### config.mk
export PLATFORM = sky130hd
export DESIGN_NAME = pred_regfile
export DESIGN_NICKNAME = d
export VERILOG_FILES = /design/src/rtl/prf_pkg.sv /design/src/rtl/prf_gr_bank.sv /design/src/rtl/prf_pr_bank.sv /design/src/rtl/prf_op_ctrl.sv /design/src/rtl/pred_regfile.sv
export SDC_FILE = /design/constraint.sdc
export NUM_CORES = 2
export LEC_CHECK = 0
export BUFFER_PORTS_ARGS = -buffer_cell sky130_fd_sc_hd__buf_2
export CORE_UTILIZATION = 55
export CTS_BUF_LIST = sky130_fd_sc_hd__clkbuf_4 sky130_fd_sc_hd__clkbuf_8
export DETAILED_ROUTE_END_ITERATION = 8
export PLACE_DENSITY_LB_ADDON = 0.15
export SLEW_MARGIN = 20
export SYNTH_ARGS = -nofsm -noshare
export SYNTH_HDL_FRONTEND = slang
export SYNTH_SLANG_ARGS = --single-unit
### constraint.sdc
create_clock -name clk -period 5.7 [get_ports clk]
set_input_delay 1.14 -clock clk [delete_from_list [all_inputs] [get_ports clk]]
set_output_delay 1.14 -clock clk [all_outputs]
set_load 0.01 [all_outputs]
### src/rtl/prf_pkg.sv
package prf_pkg;

   typedef enum logic [2:0] {
      OP_NONE  = 3'd0,
      OP_PLAIN = 3'd1,
      OP_SPEC  = 3'd2,
      OP_SLOAD = 3'd3,
      OP_CMP   = 3'd4,
      OP_TNAT  = 3'd5
   } op_kind_e;

   localparam int unsigned SRC_PORTS = 2;

endpackage

### src/rtl/prf_gr_bank.sv
module prf_gr_bank #(
   parameter int unsigned NUM_GR = 32,
   parameter int unsigned DATA_W = 64,
   localparam int unsigned IDX_W = $clog2(NUM_GR)
) (
   input  logic              clk,
   input  logic              rst_n,
   input  logic [IDX_W-1:0]  ra_idx,
   output logic [DATA_W-1:0] ra_data,
   output logic              ra_nat,
   input  logic [IDX_W-1:0]  rb_idx,
   output logic [DATA_W-1:0] rb_data,
   output logic              rb_nat,
   input  logic              we,
   input  logic [IDX_W-1:0]  widx,
   input  logic [DATA_W-1:0] wdata,
   input  logic              wnat
);

   logic [DATA_W-1:0] mem  [NUM_GR];
   logic              flag [NUM_GR];

   for (genvar i = 0; i < NUM_GR; i++) begin : g_reg
      if (i == 0) begin : g_zero
         assign mem[i]  = '0;
         assign flag[i] = 1'b0;
      end else begin : g_store
         always_ff @(posedge clk or negedge rst_n) begin
            if (!rst_n) begin
               mem[i]  <= '0;
               flag[i] <= 1'b0;
            end else if (we && (widx == IDX_W'(i))) begin
               mem[i]  <= wdata;
               flag[i] <= wnat;
            end
         end
      end
   end

   assign ra_data = mem[ra_idx];
   assign ra_nat  = flag[ra_idx];
   assign rb_data = mem[rb_idx];
   assign rb_nat  = flag[rb_idx];

   AST_GR_WRITE_SEEN: assert property (@(posedge clk) disable iff (!rst_n)
      (we && widx != '0) |=> (ra_idx != $past(widx) ||
                              (ra_data == $past(wdata) && ra_nat == $past(wnat))));

   AST_GR0_STAYS_CLEAR: assert property (@(posedge clk) disable iff (!rst_n)
      (we && widx == '0) |=> (rb_idx != '0 || (rb_data == '0 && !rb_nat)));

endmodule

### src/rtl/prf_pr_bank.sv
module prf_pr_bank #(
   parameter int unsigned NUM_PR = 64,
   localparam int unsigned IDX_W = $clog2(NUM_PR)
) (
   input  logic             clk,
   input  logic             rst_n,
   input  logic [IDX_W-1:0] qidx,
   output logic             qval,
   input  logic             we1,
   input  logic [IDX_W-1:0] widx1,
   input  logic             wd1,
   input  logic             we2,
   input  logic [IDX_W-1:0] widx2,
   input  logic             wd2
);

   logic bits [NUM_PR];

   for (genvar i = 0; i < NUM_PR; i++) begin : g_pred
      if (i == 0) begin : g_true
         assign bits[i] = 1'b1;
      end else begin : g_store
         always_ff @(posedge clk or negedge rst_n) begin
            if (!rst_n) begin
               bits[i] <= 1'b0;
            end else if (we2 && (widx2 == IDX_W'(i))) begin
               bits[i] <= wd2;
            end else if (we1 && (widx1 == IDX_W'(i))) begin
               bits[i] <= wd1;
            end
         end
      end
   end

   assign qval = bits[qidx];

   AST_PR_SECOND_WINS: assert property (@(posedge clk) disable iff (!rst_n)
      (we2 && widx2 != '0) |=> (qidx != $past(widx2) || qval == $past(wd2)));

   AST_P0_HELD: assert property (@(posedge clk) disable iff (!rst_n)
      ((we1 && widx1 == '0) || (we2 && widx2 == '0)) |=> (qidx != '0 || qval));

endmodule

### src/rtl/prf_op_ctrl.sv
module prf_op_ctrl
   import prf_pkg::*;
(
   input  op_kind_e                kind,
   input  logic [SRC_PORTS-1:0]    src_use,
   input  logic                    nat_a,
   input  logic                    nat_b,
   input  logic                    qp,
   input  logic                    load_exc,
   input  logic                    cmp_res,
   output logic                    gr_we,
   output logic                    gr_wnat,
   output logic                    pr_we1,
   output logic                    pr_wd1,
   output logic                    pr_we2,
   output logic                    pr_wd2,
   output logic                    fault
);

   logic src_nat;

   assign src_nat = (src_use[0] & nat_a) | (src_use[1] & nat_b);

   always_comb begin
      gr_we   = 1'b0;
      gr_wnat = 1'b0;
      pr_we1  = 1'b0;
      pr_wd1  = 1'b0;
      pr_we2  = 1'b0;
      pr_wd2  = 1'b0;
      fault   = 1'b0;
      unique case (kind)
         OP_PLAIN: begin
            fault = qp & src_nat;
            gr_we = qp & ~src_nat;
         end
         OP_SPEC: begin
            gr_we   = qp;
            gr_wnat = src_nat;
         end
         OP_SLOAD: begin
            gr_we   = qp;
            gr_wnat = load_exc | src_nat;
         end
         OP_CMP: begin
            pr_we1 = qp;
            pr_we2 = qp;
            pr_wd1 = ~src_nat & cmp_res;
            pr_wd2 = ~src_nat & ~cmp_res;
         end
         OP_TNAT: begin
            pr_we1 = qp;
            pr_we2 = qp;
            pr_wd1 = nat_a;
            pr_wd2 = ~nat_a;
         end
         default: ;
      endcase
   end

endmodule

### src/rtl/pred_regfile.sv
module pred_regfile
   import prf_pkg::*;
#(
   parameter int unsigned NUM_GR = 32,
   parameter int unsigned DATA_W = 64,
   parameter int unsigned NUM_PR = 64,
   localparam int unsigned GR_IDX_W = $clog2(NUM_GR),
   localparam int unsigned PR_IDX_W = $clog2(NUM_PR)
) (
   input  logic                 clk,
   input  logic                 rst_n,
   input  logic [GR_IDX_W-1:0]  rd_a_idx,
   output logic [DATA_W-1:0]    rd_a_data,
   output logic                 rd_a_nat,
   input  logic [GR_IDX_W-1:0]  rd_b_idx,
   output logic [DATA_W-1:0]    rd_b_data,
   output logic                 rd_b_nat,
   input  logic [PR_IDX_W-1:0]  qp_idx,
   output logic                 qp_val,
   input  logic [2:0]           op_kind,
   input  logic [1:0]           src_use,
   input  logic [GR_IDX_W-1:0]  wr_idx,
   input  logic [DATA_W-1:0]    wr_data,
   input  logic                 load_exc,
   input  logic                 cmp_res,
   input  logic [PR_IDX_W-1:0]  pd1_idx,
   input  logic [PR_IDX_W-1:0]  pd2_idx,
   output logic                 nat_fault
);

   if (NUM_GR < 2 || (1 << GR_IDX_W) != NUM_GR) begin : g_bad_gr
      $error("NUM_GR must be a power of two of at least 2");
   end
   if (NUM_PR < 2 || (1 << PR_IDX_W) != NUM_PR) begin : g_bad_pr
      $error("NUM_PR must be a power of two of at least 2");
   end
   if (DATA_W < 1) begin : g_bad_w
      $error("DATA_W must be positive");
   end

   op_kind_e kind;
   logic gr_we, gr_wnat, pr_we1, pr_wd1, pr_we2, pr_wd2;

   assign kind = op_kind_e'(op_kind);

   prf_gr_bank #(.NUM_GR(NUM_GR), .DATA_W(DATA_W)) i_gr (
      .clk     (clk),
      .rst_n   (rst_n),
      .ra_idx  (rd_a_idx),
      .ra_data (rd_a_data),
      .ra_nat  (rd_a_nat),
      .rb_idx  (rd_b_idx),
      .rb_data (rd_b_data),
      .rb_nat  (rd_b_nat),
      .we      (gr_we),
      .widx    (wr_idx),
      .wdata   (wr_data),
      .wnat    (gr_wnat)
   );

   prf_pr_bank #(.NUM_PR(NUM_PR)) i_pr (
      .clk   (clk),
      .rst_n (rst_n),
      .qidx  (qp_idx),
      .qval  (qp_val),
      .we1   (pr_we1),
      .widx1 (pd1_idx),
      .wd1   (pr_wd1),
      .we2   (pr_we2),
      .widx2 (pd2_idx),
      .wd2   (pr_wd2)
   );

   prf_op_ctrl i_ctrl (
      .kind     (kind),
      .src_use  (src_use),
      .nat_a    (rd_a_nat),
      .nat_b    (rd_b_nat),
      .qp       (qp_val),
      .load_exc (load_exc),
      .cmp_res  (cmp_res),
      .gr_we    (gr_we),
      .gr_wnat  (gr_wnat),
      .pr_we1   (pr_we1),
      .pr_wd1   (pr_wd1),
      .pr_we2   (pr_we2),
      .pr_wd2   (pr_wd2),
      .fault    (nat_fault)
   );

   AST_NULLIFIED_QUIET: assert property (@(posedge clk) disable iff (!rst_n)
      !qp_val |-> (!gr_we && !pr_we1 && !pr_we2 && !nat_fault));

   AST_FAULT_NO_COMMIT: assert property (@(posedge clk) disable iff (!rst_n)
      nat_fault |=> (rd_a_idx != $past(wr_idx) ||
                     (rd_a_data == $past(rd_a_data) && rd_a_nat == $past(rd_a_nat)) ||
                     $past(rd_a_idx) != $past(wr_idx)));

   AST_CMP_FLAG_CLEARS: assert property (@(posedge clk) disable iff (!rst_n)
      (kind == OP_CMP && qp_val && ((src_use[0] && rd_a_nat) || (src_use[1] && rd_b_nat)))
         |-> (pr_we1 && pr_we2 && !pr_wd1 && !pr_wd2));

   AST_TNAT_PAIR: assert property (@(posedge clk) disable iff (!rst_n)
      (kind == OP_TNAT && qp_val) |-> (pr_wd1 == rd_a_nat && pr_wd2 != rd_a_nat));

endmodule

Word level (Yosys, flattened, before mapping):

Index checks and enable logic that the tools add are counted.

* register bits: 2078
* input port bits: 106
* memories: 0
* memory bits (writable): 0
* logic and storage cells: 673
* latch bits: 0
* output and inout bits: 132
* bits in read-only memories: 0

* multiplexer cells: 147
* reductions and logical operators: 222
* equality and inequality tests: 162
* bitwise operators: 14
* add/subtract/negate cells: 0
* magnitude comparators: 3
* $mul: 0
* div/mod/pow operators: 0
* shift operators: 0

Operators with widths (number)
* 64-bit binary-select mux with 5-bit select: 2
* 6-bit equality test, second input constant: 64
* 64-bit 2-to-1 mux: 4
* 6-bit by 5-bit equality test with 1-bit output, second input constant: 32
* 1-bit logical AND: 157
* 1-bit 2-to-1 mux: 134
* 2-bit nonzero test: 63
* 6-bit by 4-bit equality test with 1-bit output, second input constant: 16
* 5-bit equality test, second input constant: 16
* 6-bit by 3-bit equality test with 1-bit output, second input constant: 8
* 5-bit by 4-bit equality test with 1-bit output, second input constant: 8
* 6-bit by 2-bit equality test with 1-bit output, second input constant: 4
* 5-bit by 3-bit equality test with 1-bit output, second input constant: 4
* 6-bit by 1-bit equality test with 1-bit output, second input constant: 2
* 6-bit >= comparator, second input constant: 2
* 5-bit NOT with 6-bit output: 2
* 1-bit binary-select mux with 5-bit select: 2
* 5-bit by 2-bit equality test with 1-bit output, second input constant: 2
* 1-bit case mux with 2 select lines: 4
* 7-bit >= comparator, second input constant: 1
* 6-bit NOT with 7-bit output: 1
* 1-bit bitwise AND: 6
* 1-bit binary-select mux with 6-bit select: 1
* 3-bit by 2-bit equality test with 1-bit output, second input constant: 2
* other kinds (6): 11

Logic depth before layout (Yosys ltp):

* word-level depth: 11
* depth in mapped cells: 13
* depth with buffers taken out: 8

By module:

A second synthesis with hierarchy kept.

* cells, all modules: 7837
* area, all modules: 112228.9 um^2

By module, submodules not included
* prf_gr_bank: sequential area each 50423.4 um^2, instances 1, area an instance 107753.3 um^2, cells an instance 7337
* prf_pr_bank: sequential area each 1576.5 um^2, instances 1, area an instance 4337.9 um^2, cells an instance 482
* prf_op_ctrl: sequential area each 0.0 um^2, instances 1, area an instance 137.6 um^2, cells an instance 18

Least setup slack after synthesis:

OpenSTA, ideal clock, no wires.

* path kind: in2out
* start: input rd_b_idx[0]
* end: output rd_b_data[53]
* buffers on the path: 4
* required time: 4560 ps
* data arrival time: 3851 ps
* path slack: 709 ps
* stages on the path: 8
* cell sequence: buf_2 -> clkbuf_1 -> buf_1 -> clkbuf_1 -> mux4_2 -> mux4_2 -> nor2_1 -> nor2_1

* cells in the longest elaborated chain, start to end: 4

Ends and longest elaborated chain
* from (decl): RTL line pred_regfile.sv:15 `input logic [GR_IDX_W-1:0] rd_b_idx,`
* 5-bit NOT with 6-bit output (not written as such): RTL line prf_gr_bank.sv:42 `assign rb_data = mem[rb_idx];`
* 64-bit binary-select mux with 5-bit select: RTL line prf_gr_bank.sv:42
* 64-bit 2-to-1 mux (not written as such) (2 in series): RTL line prf_gr_bank.sv:42
* to (decl): RTL line pred_regfile.sv:16 `output logic [DATA_W-1:0] rd_b_data,`

Every way passes these cells. The select of a mux whose other input is x is not followed.

Final worst setup path:

* start: input rd_b_idx[0]
* end: output rd_b_data[30]

Same word-level chain as after synthesis.

==> results.cfg <==
[routing]
antenna_left = 0
viasPerCell = 6.87
drt-pass1-iter-count = 5
drcViolationCount = 0
dr_wl_met2_mm = 164
initialDrtViolationCount = 5585
num_vias = 69000
routed_wl_mm = 333
wire_per_inst_um = 33.1
met1Wirelength_mm = 132
top_layer = met5
route.met3.wl_mm = 22.9

[timing]
setup_tns_ps = 0
rsz0062_at_grt = false
fin_crit_ps = 4980
hold_viol_final = 0
drv_slew = 0
setup_viol = 0
worst_pin_slew_ps = 1270
max_slew_margin_pct = 15.2
fin_skew_ps = 79.6
min_period_over_period_pct = 87.4
fmax_ghz = 0.201

[pwr]
peakVddDrop_mv = 0.202
p_per_area_nw_per_um2 = 295
leakage_nw = 57.0

[placed_design]
place.detailed.hpwl_mm = 187
port_buffers = 237
gp_congestion = 0.887
place_area_um2 = 116000

[grt]
grt_max_degree = 156
grtUsageTotal_pct = 33.2
overflow = 0
grt_pass1_wl_mm = 500
antenna_found_initial = 26
first_global_vias = 73500

[die]
start_util_pct = 55.3
die_w_um = 453
num_rows = 165
core_um2 = 202000
die_h_um = 453
design.die.area_um2 = 205000
ios = 238

[clock_tree]
cts_resized = 0
post-cts-setup-buffer-count = 0
postCtsHoldBufs = 0
clock-sinks = 2078
clock_path_buffers = 4
cts_root_buf = clkbuf_8
cts-buffers-inserted = 365
cts_tree = built
clk_pin_slew_ps = 60
clk_latency_ps = 1090
cts.htree.levels = 5

[final_layout]
fin_area_um2 = 124000
multi_input_area_um2 = 56500
layout-drive-gt1-share_pct = 56.1
fillers = 15000
area_growth_pct = 10.8
regArea_um2 = 52000
layout.nets = 7222

[critical_path]
end_kind = primary output
critPathMaxFanout = 31
crit_arrival_ps = 3840
worstPathRequired_ps = 4560
path_class = in -> out
critPathLaunchType = primary input

[synthesis]
syn_area_um2 = 112000
synth_top_area_cell = dfrtp_1
synth_cell_types = 57
synthArstFlopShare_pct = 100
yosys.area.top_type_share_pct = 46.6
ys_seq_elements = 2078
synth_edf_count = 0
yosysSeqAreaShare_pct = 46.6
synth_nets = 7165
ys.flop_type = dfrtp_1
synth_area_per_cell_um2 = 15.8
yosys-top-cells-area = dfrtp_1, mux4_2, mux2_2
synth_cells = 7059
ys_warn_count = 0

[flow_run]
maxCapViolCount = 0

[worst_hold_path]
hp-class = in -> async

[status]
outcome = finished, final reports clean
power by group:
| group | internal (mW) | total (mW) | switching, mW |
|---|---|---|---|
| Combinational | 2.79 | 5.12 | 2.34 |
| Clock | 8.24 | 14.5 | 6.24 |
| Sequential | 16.0 | 16.9 | 0.888 |
per-stage QoR:
stage	hold WS (ps)	worst slack, ps	power [mW]	cells	utilization [%]
after floorplan	461	709	20.5	7059	-
after global placement	479	733	22.1	9421	57.5
after detailed placement	489	736	22.3	9421	57.5
after CTS	99.4	729	36.8	10000	61.3
after global routing	133	627	38.0	10000	61.3
final	146	719	36.5	10100	61.3
sequential cells by signal, indices dropped and copies added, names as in the netlist:
register	count
i_gr.mem	1984
i_pr.bits	63
i_gr.flag	31
final timing paths:
check	slack [ps]	start	cells past startpoint	to
max reg2reg	1860	i_gr.flag[0]	10	i_gr.mem[871]
min in group clk	500	i_gr.mem[364]	1	i_gr.mem[364]
max	720	rd_b_idx[0]	7	rd_b_data[30]
min reg2reg	500	i_gr.mem[364]	1	i_gr.mem[364]
max in group asynchronous	4080	rst_n	2	i_gr.mem[686]
min	150	rst_n	1	i_gr.mem[979]
synthesized netlist by cell type (13+ instances only):
master	number
nand2_1	43
nand3_1	29
mux2i_1	22
a22o_1	128
dfrtp_1	2078
o221ai_1	13
clkbuf_1	489
nor2_1	291
buf_1	91
a31oi_1	44
nor2b_1	17
o21ai_0	22
buf_2	140
buf_6	40
buf_4	19
mux4_2	1174
mux2_2	1817
and3_1	27
mux2_1	410
o22ai_1	51
cell type report:
type / instances / area share, %
Multi-Input combinational cell: 4195 / 45.6
Inverter: 7 / 0.0313
Sequential cell: 2078 / 42.0
Clock buffer: 557 / 5.67
Timing Repair Buffer: 469 / 3.48
Tap cell: 2672 / 2.70
Clock inverter: 61 / 0.463
Antenna cell: 11 / 0.0222
cells by family (layout without fill, tap and decap cells):
kind of cell	count (synthesis)	after routing	share of synthesized area, %
muxes	3423	3423	46.3
DFF	2078	2078	46.6
buffers and inverters	786	1094	3.13
and+or+nand+nor	467	467	1.87
AOI/OAI and AO/OA	305	305	2.09
other	0	11	0
critical path, cell delays in order:
cell,delay (ps)
buf_8,270
buf_4,610
mux4_2,600
mux4_2,480
nor2_1,260
nor2_1,180
buf_2,190
layer usage:
metal,global-route usage (%),vias to the layer above
met4,13.0,12
met1,44.4,37700
met3,6.21,781
met2,54.2,2841
met5,0,-
li1,-,27700
layout by cell type (no fill, tap or decap), types with 13 or more instances in the layout:
cell,n
a22o_1,128
a31oi_1,44
and3_1,27
buf_12,103
buf_2,227
buf_4,130
clkbuf_4,104
clkbuf_8,453
clkinv_2,45
dfrtp_1,2078
mux2_1,410
mux2_2,1817
mux2i_1,22
mux4_2,1174
nand2_1,43
nand3_1,21
nor2_1,272
nor2_4,19
nor2b_1,15
o21ai_0,22
o221ai_1,13
o22ai_1,51
No activity file was read; power rests on OpenSTA's default activity.
